$ cat config.mk
export PLATFORM = sky130hd
export DESIGN_NAME = sd_init_seq
export DESIGN_NICKNAME = d
export VERILOG_FILES = /design/src/rtl/sd_init_seq.sv
export SDC_FILE = /design/constraint.sdc
export NUM_CORES = 1
export LEC_CHECK = 0
export ABC_AREA = 1
export BUFFER_PORTS_ARGS = -buffer_cell sky130_fd_sc_hd__buf_2
export CAP_MARGIN = 25
export CORE_ASPECT_RATIO = 1.5
export CORE_MARGIN = 2
export CORE_UTILIZATION = 45
export DETAILED_ROUTE_END_ITERATION = 7
export PLACE_DENSITY = 0.76
export SLEW_MARGIN = 20
export SYNTH_ARGS = -nofsm -noshare
export SYNTH_HDL_FRONTEND = slang
export SYNTH_SLANG_ARGS = --single-unit
$ cat constraint.sdc
create_clock -name clk -period 2.25 [get_ports clk]
set_input_delay 0.1125 -clock clk [delete_from_list [all_inputs] [get_ports clk]]
set_output_delay 0.1125 -clock clk [all_outputs]
set_load 0.05 [all_outputs]
$ cat src/rtl/sd_init_seq.sv
module sd_init_seq #(
  parameter int CLK_HZ    = 50_000_000,
  parameter int DELAY_MS  = 50,
  parameter int MAX_TRIES = 5000
) (
  input  logic        clk,
  input  logic        rst_n,
  input  logic        start,
  output logic        eng_req,
  output logic        eng_idle,
  output logic [5:0]  eng_cmd,
  output logic [31:0] eng_arg,
  output logic [7:0]  eng_crc,
  input  logic        eng_done,
  input  logic        eng_timeout,
  input  logic [7:0]  eng_resp,
  output logic [1:0]  card_type,
  output logic        addr_scale,
  output logic        init_done,
  output logic        init_err,
  output logic        spi_fast
);
  localparam int DELAY_CYC = (CLK_HZ / 1000) * DELAY_MS;
  localparam int DW = $clog2(DELAY_CYC + 1);
  localparam int TW = $clog2(MAX_TRIES + 1);

  typedef enum logic [3:0] {
    S_IDLE, S_PRE, S_C0, S_C8, S_V1_55, S_V1_41, S_V2_WAIT, S_V2_58,
    S_V2_55, S_V2_41, S_V2_58F, S_C16, S_DONE, S_FAIL
  } st_t;

  st_t           state, nxt;
  logic          wait_r;
  logic [DW-1:0] dly;
  logic [TW-1:0] tries;

  wire is_cmd   = !(state inside {S_IDLE, S_DONE, S_FAIL, S_V2_WAIT});
  wire ack      = wait_r && eng_done;
  wire tmo      = wait_r && eng_timeout;
  wire last_try = (tries == TW'(MAX_TRIES - 1));
  wire resp_ok  = (eng_resp == 8'h00);

  assign eng_req   = is_cmd && !wait_r;
  assign eng_idle  = (state == S_PRE);
  assign eng_crc   = (state == S_C8) ? 8'h87 : 8'h95;
  assign init_done = (state == S_DONE);
  assign init_err  = (state == S_FAIL);

  always_comb begin
    eng_cmd = 6'd0;
    eng_arg = 32'd0;
    case (state)
      S_C8:              begin eng_cmd = 6'd8;  eng_arg = 32'h0000_01AA; end
      S_V1_55, S_V2_55:        eng_cmd = 6'd55;
      S_V1_41:                 eng_cmd = 6'd41;
      S_V2_41:           begin eng_cmd = 6'd41; eng_arg = 32'h4000_0000; end
      S_V2_58, S_V2_58F:       eng_cmd = 6'd58;
      S_C16:             begin eng_cmd = 6'd16; eng_arg = 32'd512; end
      default: ;
    endcase
  end

  always_comb begin
    nxt = state;
    case (state)
      S_IDLE, S_DONE, S_FAIL: if (start) nxt = S_PRE;
      S_V2_WAIT:              if (dly == '0) nxt = S_V2_58;
      default:
        if (tmo) nxt = S_FAIL;
        else if (ack) begin
          case (state)
            S_PRE:    nxt = S_C0;
            S_C0:     nxt = (eng_resp == 8'h01) ? S_C8 : S_FAIL;
            S_C8:     nxt = (eng_resp == 8'h01) ? S_V2_WAIT :
                            (eng_resp == 8'h05) ? S_V1_55 : S_FAIL;
            S_V1_55:  nxt = S_V1_41;
            S_V1_41:  nxt = resp_ok ? S_C16 : (last_try ? S_FAIL : S_V1_55);
            S_V2_58:  nxt = S_V2_55;
            S_V2_55:  nxt = S_V2_41;
            S_V2_41:  nxt = resp_ok ? S_V2_58F : (last_try ? S_FAIL : S_V2_WAIT);
            S_V2_58F: nxt = S_C16;
            S_C16:    nxt = resp_ok ? S_DONE : S_FAIL;
            default:  nxt = S_FAIL;
          endcase
        end
    endcase
  end

  always_ff @(posedge clk or negedge rst_n) begin
    if (!rst_n) begin
      state      <= S_IDLE;
      wait_r     <= 1'b0;
      dly        <= '0;
      tries      <= '0;
      card_type  <= 2'd0;
      addr_scale <= 1'b0;
      spi_fast   <= 1'b0;
    end else begin
      state    <= nxt;
      spi_fast <= (nxt == S_DONE);
      if (nxt != state)  wait_r <= 1'b0;
      else if (eng_req)  wait_r <= 1'b1;
      if (nxt == S_V2_WAIT && state != S_V2_WAIT) dly <= DW'(DELAY_CYC - 1);
      else if (state == S_V2_WAIT && dly != '0)   dly <= dly - 1'b1;
      if (state == S_C8) tries <= '0;
      else if (ack && (state inside {S_V1_41, S_V2_41}) && !resp_ok && !last_try)
        tries <= tries + 1'b1;
      if (nxt == S_FAIL || nxt == S_PRE) begin
        card_type  <= 2'd0;
        addr_scale <= 1'b0;
      end else if (state == S_C8 && ack) begin
        if (eng_resp == 8'h01)      begin card_type <= 2'd2; addr_scale <= 1'b0; end
        else if (eng_resp == 8'h05) begin card_type <= 2'd1; addr_scale <= 1'b1; end
      end
    end
  end

  AST_REQ_PULSE: assert property (@(posedge clk) disable iff (!rst_n)
    eng_req |=> !eng_req);
  AST_DELAY_ELAPSED: assert property (@(posedge clk) disable iff (!rst_n)
    (state == S_V2_58 && $past(state) == S_V2_WAIT) |-> $past(dly) == '0);
  AST_TRIES_BOUND: assert property (@(posedge clk) disable iff (!rst_n)
    tries < TW'(MAX_TRIES));
  AST_DONE_TYPE: assert property (@(posedge clk) disable iff (!rst_n)
    init_done |-> (card_type != 2'd0 && addr_scale == (card_type == 2'd1)));
  AST_ERR_CLEAR: assert property (@(posedge clk) disable iff (!rst_n)
    init_err |-> (card_type == 2'd0 && !addr_scale));
  AST_FAST_DONE: assert property (@(posedge clk) disable iff (!rst_n)
    spi_fast == init_done && !(init_done && init_err));
  AST_DONE_HOLD: assert property (@(posedge clk) disable iff (!rst_n)
    (init_done && !start) |=> init_done);
endmodule

# Yosys cells after proc, flatten, opt, wreduce, memory -nomap -nowiden
# Index checks and enable logic that the tools add are counted.
[totals]
regBits = 44
out_inout_bits = 54
wordCells = 92
[op_classes]
add_sub_neg = 2
eq_ne = 22
n_mux = 31
n_reduce_logical = 30
[ops]
columns = ["cell", "n"]
rows = [
  ["$pmux 31 s3", 1],
  ["$mux 22", 2],
  ["$mux 4", 11],
  ["$pmux 4 s10", 1],
  ["$eq 4x4->1 const B", 8],
  ["$pmux 6 s5", 1],
  ["$mux 13", 2],
  ["$logic_not 22->1", 1],
  ["$reduce_bool 22->1", 1],
  ["$sub 22x1->22 const B", 1],
  ["$eq 4x3->1 const B", 5],
  ["$add 13x1->13 const B", 1],
  ["$eq 13x13->1 const B", 1],
  ["$reduce_bool 2->1", 5],
  ["$logic_and 1x1->1", 9],
  ["$eq 4x1->1 const B", 2],
  ["$eq 4x2->1 const B", 2],
  ["$eq 8x1->1 const B", 1],
  ["$eq 8x3->1 const B", 1],
  ["$logic_not 8->1", 1],
  ["$mux 2", 4],
  ["$pmux 4 s2", 1],
  ["$mux 1", 7],
  ["$reduce_or 2->1", 3],
  ["other kinds (10)", 13],
]

# Depth between registers and ports, before layout
[depth]
depth_word = 11
ltp_mapped = 17

# Worst setup path after synthesis
# OpenSTA, ideal clock, no wires.
[synth_timing]
path_type = "register to register"
startpoint = "reg state[2]"
endpoint = "reg dly[11]"
t_arrival_ns = 2.334
required_time_ns = 2.125
slack_ns = -0.209
stages_incl_launch_ff = 15
path_buffers = 0
path_cell_list = "dfrtp_1 -> inv_2 -> nand2_2 -> nor2_1 -> inv_1 -> nand4_1 -> nor2_1 -> nand2_1 -> nand2_1 -> nand2_1 -> nand2_2 -> nor3_2 -> nand2_1 -> nor2_4 -> nor2_1"
[synth_between]
elab_chain_cells = 8
word_cells_on_any_way = 27
cone_classes = "eq/ne (15); mux (7); reduce/logical (5)"
[synth_rtl]
columns = ["item", "line", "text"]
rows = [
  ["start: declaration", "32", "st_t state, nxt;"],
  ["start signal: assignment", "99", "state <= nxt;"],
  ["$eq 4x4->1, or another cell as far along", "71", "case (state)"],
  ["$pmux 4 s10", "71", ""],
  ["$mux 4", "70", "else if (ack) begin"],
  ["$mux 4", "69", "if (tmo) nxt = S_FAIL;"],
  ["$pmux 4 s2", "65", "case (state)"],
  ["$eq 4x3->1", "103", "if (nxt == S_V2_WAIT && state != S_V2_WAIT) dly <= DW'(DELAY_CYC - 1);"],
  ["$logic_and 1x1->1", "103", ""],
  ["$mux 22 or $reduce_bool 2->1 (tied branches)", "--", ""],
  ["end signal: assignment", "103", ""],
  ["end signal: assignment", "104", "else if (state == S_V2_WAIT && dly != '0) dly <= dly - 1'b1;"],
  ["end: declaration", "34", "logic [DW-1:0] dly;"],
]
# Several ways; a longest one is shown, not always the timed one.
# A chain may end at the register's enable or synchronous reset.

# Worst setup path in the final report
[layout_timing]
startpoint = "reg state[2]"
endpoint = "reg dly[10]"
# The elaborated chain is that of the path after synthesis.

==> flow_summary_export.csv <==
group,metric,value,unit
worst_setup_path,crit_chain,"buf_4, o21ai_1, nor2_4, nor2_4, nand2_1, a21oi_2, nand2_1, nor3_4, buf_4, nand3_2, nand2_1",
finish,drive_gt1_frac,0.207,
synthesis,ys_ff_latch,43,
global_route,grt_pass1_wl,12.0,mm
synthesis,synth_top_family_by_area,"simple AND/OR/NAND/NOR gates",
worst_setup_path,cp-start-kind,"register",
worst_setup_path,endpoint_kind,"register",
power,ir_drop,0.507,mV
routing,vias,2973,
worst_setup_path,slowest_stage,"dfrtp_2",
routing,wl_per_cell,12.7,um
timing,timing.final.ws_setup,0.122,ns
floorplanning,initial_core_util,0.459,
global_route,grt_max_degree,24,
floorplanning,core-area,6810,um^2
timing,finalSetupViolCount,0,
min_path,min_path_type,"input port to register",
power,power_density,1270,nW/um^2
clock_network,clk-insertion-delay-late,0.31,ns
power,seq_power_share,0.252,
finish,syn_to_final_growth,14.9,%
power,power_switching,2.46,mW
synthesis,synth_xor_area_frac,0.0421,
placement,placed_area,3270,um^2
synthesis,yosys.area_share.adder,0.0120,
finish,finish.instance_area,3590,um^2
synthesis,netlist_instances,463,
timing,slew_headroom,0.650,
placement,dpl.hpwl,5.59,mm
worst_setup_path,cpMostUsedCell,"nand2_1",
synthesis,ys_seq_area_frac,0.345,
placement,dpl.cell_count,572,
synthesis,synth_cell_types,29,
floorplanning,row_count,37,
synthesis,yosysWarnings,0,
routing,wirelength,7.50,mm
clock_network,clockBufferDepth,2,
routing,ant_nets,0,
finish,utilization,0.527,
routing,drtPass1Iterations,4,
clock_network,cts_sinks,43,
floorplanning,io_pins,67,
global_route,gr-total-overflow,0,
flow_run,drv_cap,0,
worst_setup_path,path_class,"register to register",
power,total_power,4.55,mW
power,p_clk_frac,0.144,
worst_setup_path,required,2.49,ns
finish,layoutNonFillerInstCount,591,
routing,drc_errors,0,
worst_setup_path,crit_family,"simple AND/OR/NAND/NOR gates",
clock_network,cts_buffers,5,
timing,min_period_over_period,0.946,
global_route,grt_antenna_before_repair,0,
worst_setup_path,cp_max_fo,6,
global_route,grt_pass1_vias,2855,
floorplanning,die_area,7640,um^2
placement,dp_slack,0.0152,ns
power,p_int,2.09,mW
timing,skew,0.0118,ns
synthesis,synth.mux.area_fraction,0,
global_route,grt_use_total,0.197,
clock_network,cts_tree,"done",
synthesis,synth_compound_area_frac,0.0717,
synthesis,synth-simple-area-share,0.354,
timing,max_freq,0.470,GHz
floorplanning,die_y,106,um
timing,period_needed,2.13,ns
timing,finalHoldViolCount,0,
placement,port_buffers,35,
outcome,status,"complete, no violations",
power,power_leakage,1.79,nW
worst_setup_path,crit_arrival,2.37,ns
worst_setup_path,crit_buf_inv,2,
synthesis,syn-cell-area,3120,um^2
routing,viasPerCell,5.03,
timing,maxSlewViolCount,0,
clock_network,cts-root-buf,"clkbuf_8",
finish,nets,528,
timing,worstMarginPinSlew,0.525,ns
placement,gp_congestion,0.944,
power,power_frac_comb,0.604,
finish,antenna_cells,0,
routing,drt_iter0_drc,161,
clock_network,path_clk_slew,0.09,ns
clock_network,cts-htree-levels,2,
synthesis,synth.avg_cell_area,6.75,um^2
power,power_switching_share,0.540,
floorplanning,die_w,72.0,um
worst_setup_path,max_stage_delay,0.47,ns
## power groups by stage
stage	Sequential [mW]	Combinational (mW)	Clock (mW)
after floorplan	1.11	1.94	0
after global placement	1.15	2.38	0
after detailed placement	1.16	2.39	0
after CTS	1.14	2.41	0.668
after global routing	1.18	3.00	0.699
final	1.15	2.75	0.653
## path summary, 6_finish.rpt
path / startpoint / endpoint / slack [ns] / cells after the start
worst max-delay path: state[2] / dly[10] / 0.12 / 11
worst min-delay path: eng_resp[2] / card_type[1] / 0.12 / 4
worst max register to register: state[2] / dly[10] / 0.12 / 11
worst min register to register: tries[0] / tries[0] / 0.51 / 1
max in group asynchronous: rst_n / tries[5] / 1.38 / 3
min in group asynchronous: rst_n / dly[19] / 0.31 / 2
## cells by family after synthesis
logic type,count (synthesis)
and+or+nand+nor,251
buffers and inverters,106
AOI/OAI and AO/OA,43
DFF,43
xor gates and xnor gates,15
adders and majority gates,3
other,2
## layout by cell type (no fill, tap or decap), types with 3 or more instances in the layout
cell	Yosys	layout
a21oi_1	18	16
xor2_1	11	11
o21ai_1	2	3
nand3_1	39	37
nor3_1	7	7
nor2_4	4	7
nor2_2	1	7
inv_1	59	58
nand3_2	2	3
buf_4	38	14
nand2_1	98	95
inv_2	7	7
nor2_1	79	71
xnor2_1	4	4
conb_1	2	31
ha_1	3	3
clkbuf_8	0	6
dfrtp_1	43	40
o21ai_0	20	19
dfrtp_2	0	3
buf_2	1	35
a21oi_2	1	3
nand4_1	7	7
nand2_2	8	9
## cell type report
class | count | area, um^2
Tap cell | 78 | 97.6
Fill cell | 675 | 3220
Clock buffer | 6 | 82.6
Clock inverter | 2 | 38.8
Sequential cell | 43 | 1080
Inverter | 66 | 250
Timing Repair Buffer | 51 | 310
Multi-Input combinational cell | 345 | 1730
## worst register-to-register path, stage by stage, from the launching register on
cell,delay (ns)
dfrtp_2,0.47
buf_4,0.16
o21ai_1,0.27
nor2_4,0.07
nor2_4,0.14
nand2_1,0.11
a21oi_2,0.14
nand2_1,0.12
nor3_4,0.16
buf_4,0.17
nand3_2,0.15
nand2_1,0.11
## flip-flops by register name (all words and copies together), names as in the netlist
name,count
state,4
dly,22
tries,13
card_type,2
wait_r,1
spi_fast,1
## synthesized netlist by cell type
| master | instances | area share |
|---|---|---|
| nand2_1 | 98 | 0.12 |
| nor2_1 | 79 | 0.095 |
| inv_1 | 59 | 0.071 |
| dfrtp_1 | 43 | 0.34 |
| nand3_1 | 39 | 0.063 |
| buf_4 | 38 | 0.091 |
| o21ai_0 | 20 | 0.032 |
| a21oi_1 | 18 | 0.029 |
| xor2_1 | 11 | 0.031 |
| nand2_2 | 8 | 0.016 |
| inv_2 | 7 | 0.0084 |
| nand4_1 | 7 | 0.014 |
| nor3_1 | 7 | 0.011 |
| nor2_4 | 4 | 0.014 |
| xnor2_1 | 4 | 0.011 |
| ha_1 | 3 | 0.012 |
| conb_1 | 2 | 0.0024 |
| nand3_2 | 2 | 0.0064 |
| nor3_2 | 2 | 0.0064 |
| o21ai_1 | 2 | 0.0032 |
| or2_2 | 2 | 0.0040 |
| a211oi_1 | 1 | 0.0024 |
| a21oi_2 | 1 | 0.0028 |
| buf_2 | 1 | 0.0016 |
| clkbuf_1 | 1 | 0.0012 |
| nor2_2 | 1 | 0.0020 |
| nor4_1 | 1 | 0.0020 |
| o31ai_1 | 1 | 0.0024 |
| or3_1 | 1 | 0.0020 |
## through the flow
step / hold slack, ns / setup TNS, ns
CTS: 0.122 / 0
floorplan: -0.183 / 0
global route: 0.145 / -0.221
detailed placement: 0.124 / 0
global placement: 0.128 / 0
finish: 0.123 / 0
## timing repair
action | 4_1_cts | 5_1_grt
hold endpoints to repair | 21 | 0
hold buffers | 1 | 0
endpoints found under the setup margin | 0 | 30
buffers inserted | 0 | 8
resized for setup | 0 | 28
## metal layers
| layer | wire length (um) | GRT usage | part of all wire | vias to the layer above |
|---|---|---|---|---|
| li1 | - | - | - | 1479 |
| met3 | 438 | 0.0370 | 0.058 | 27 |
| met5 | 0 | 0 | 0 | - |
| met1 | 2770 | 0.207 | 0.37 | 1347 |
| met4 | 348 | 0.117 | 0.046 | 0 |
| met2 | 3940 | 0.354 | 0.53 | 120 |
(Power assumes the default switching activity.)
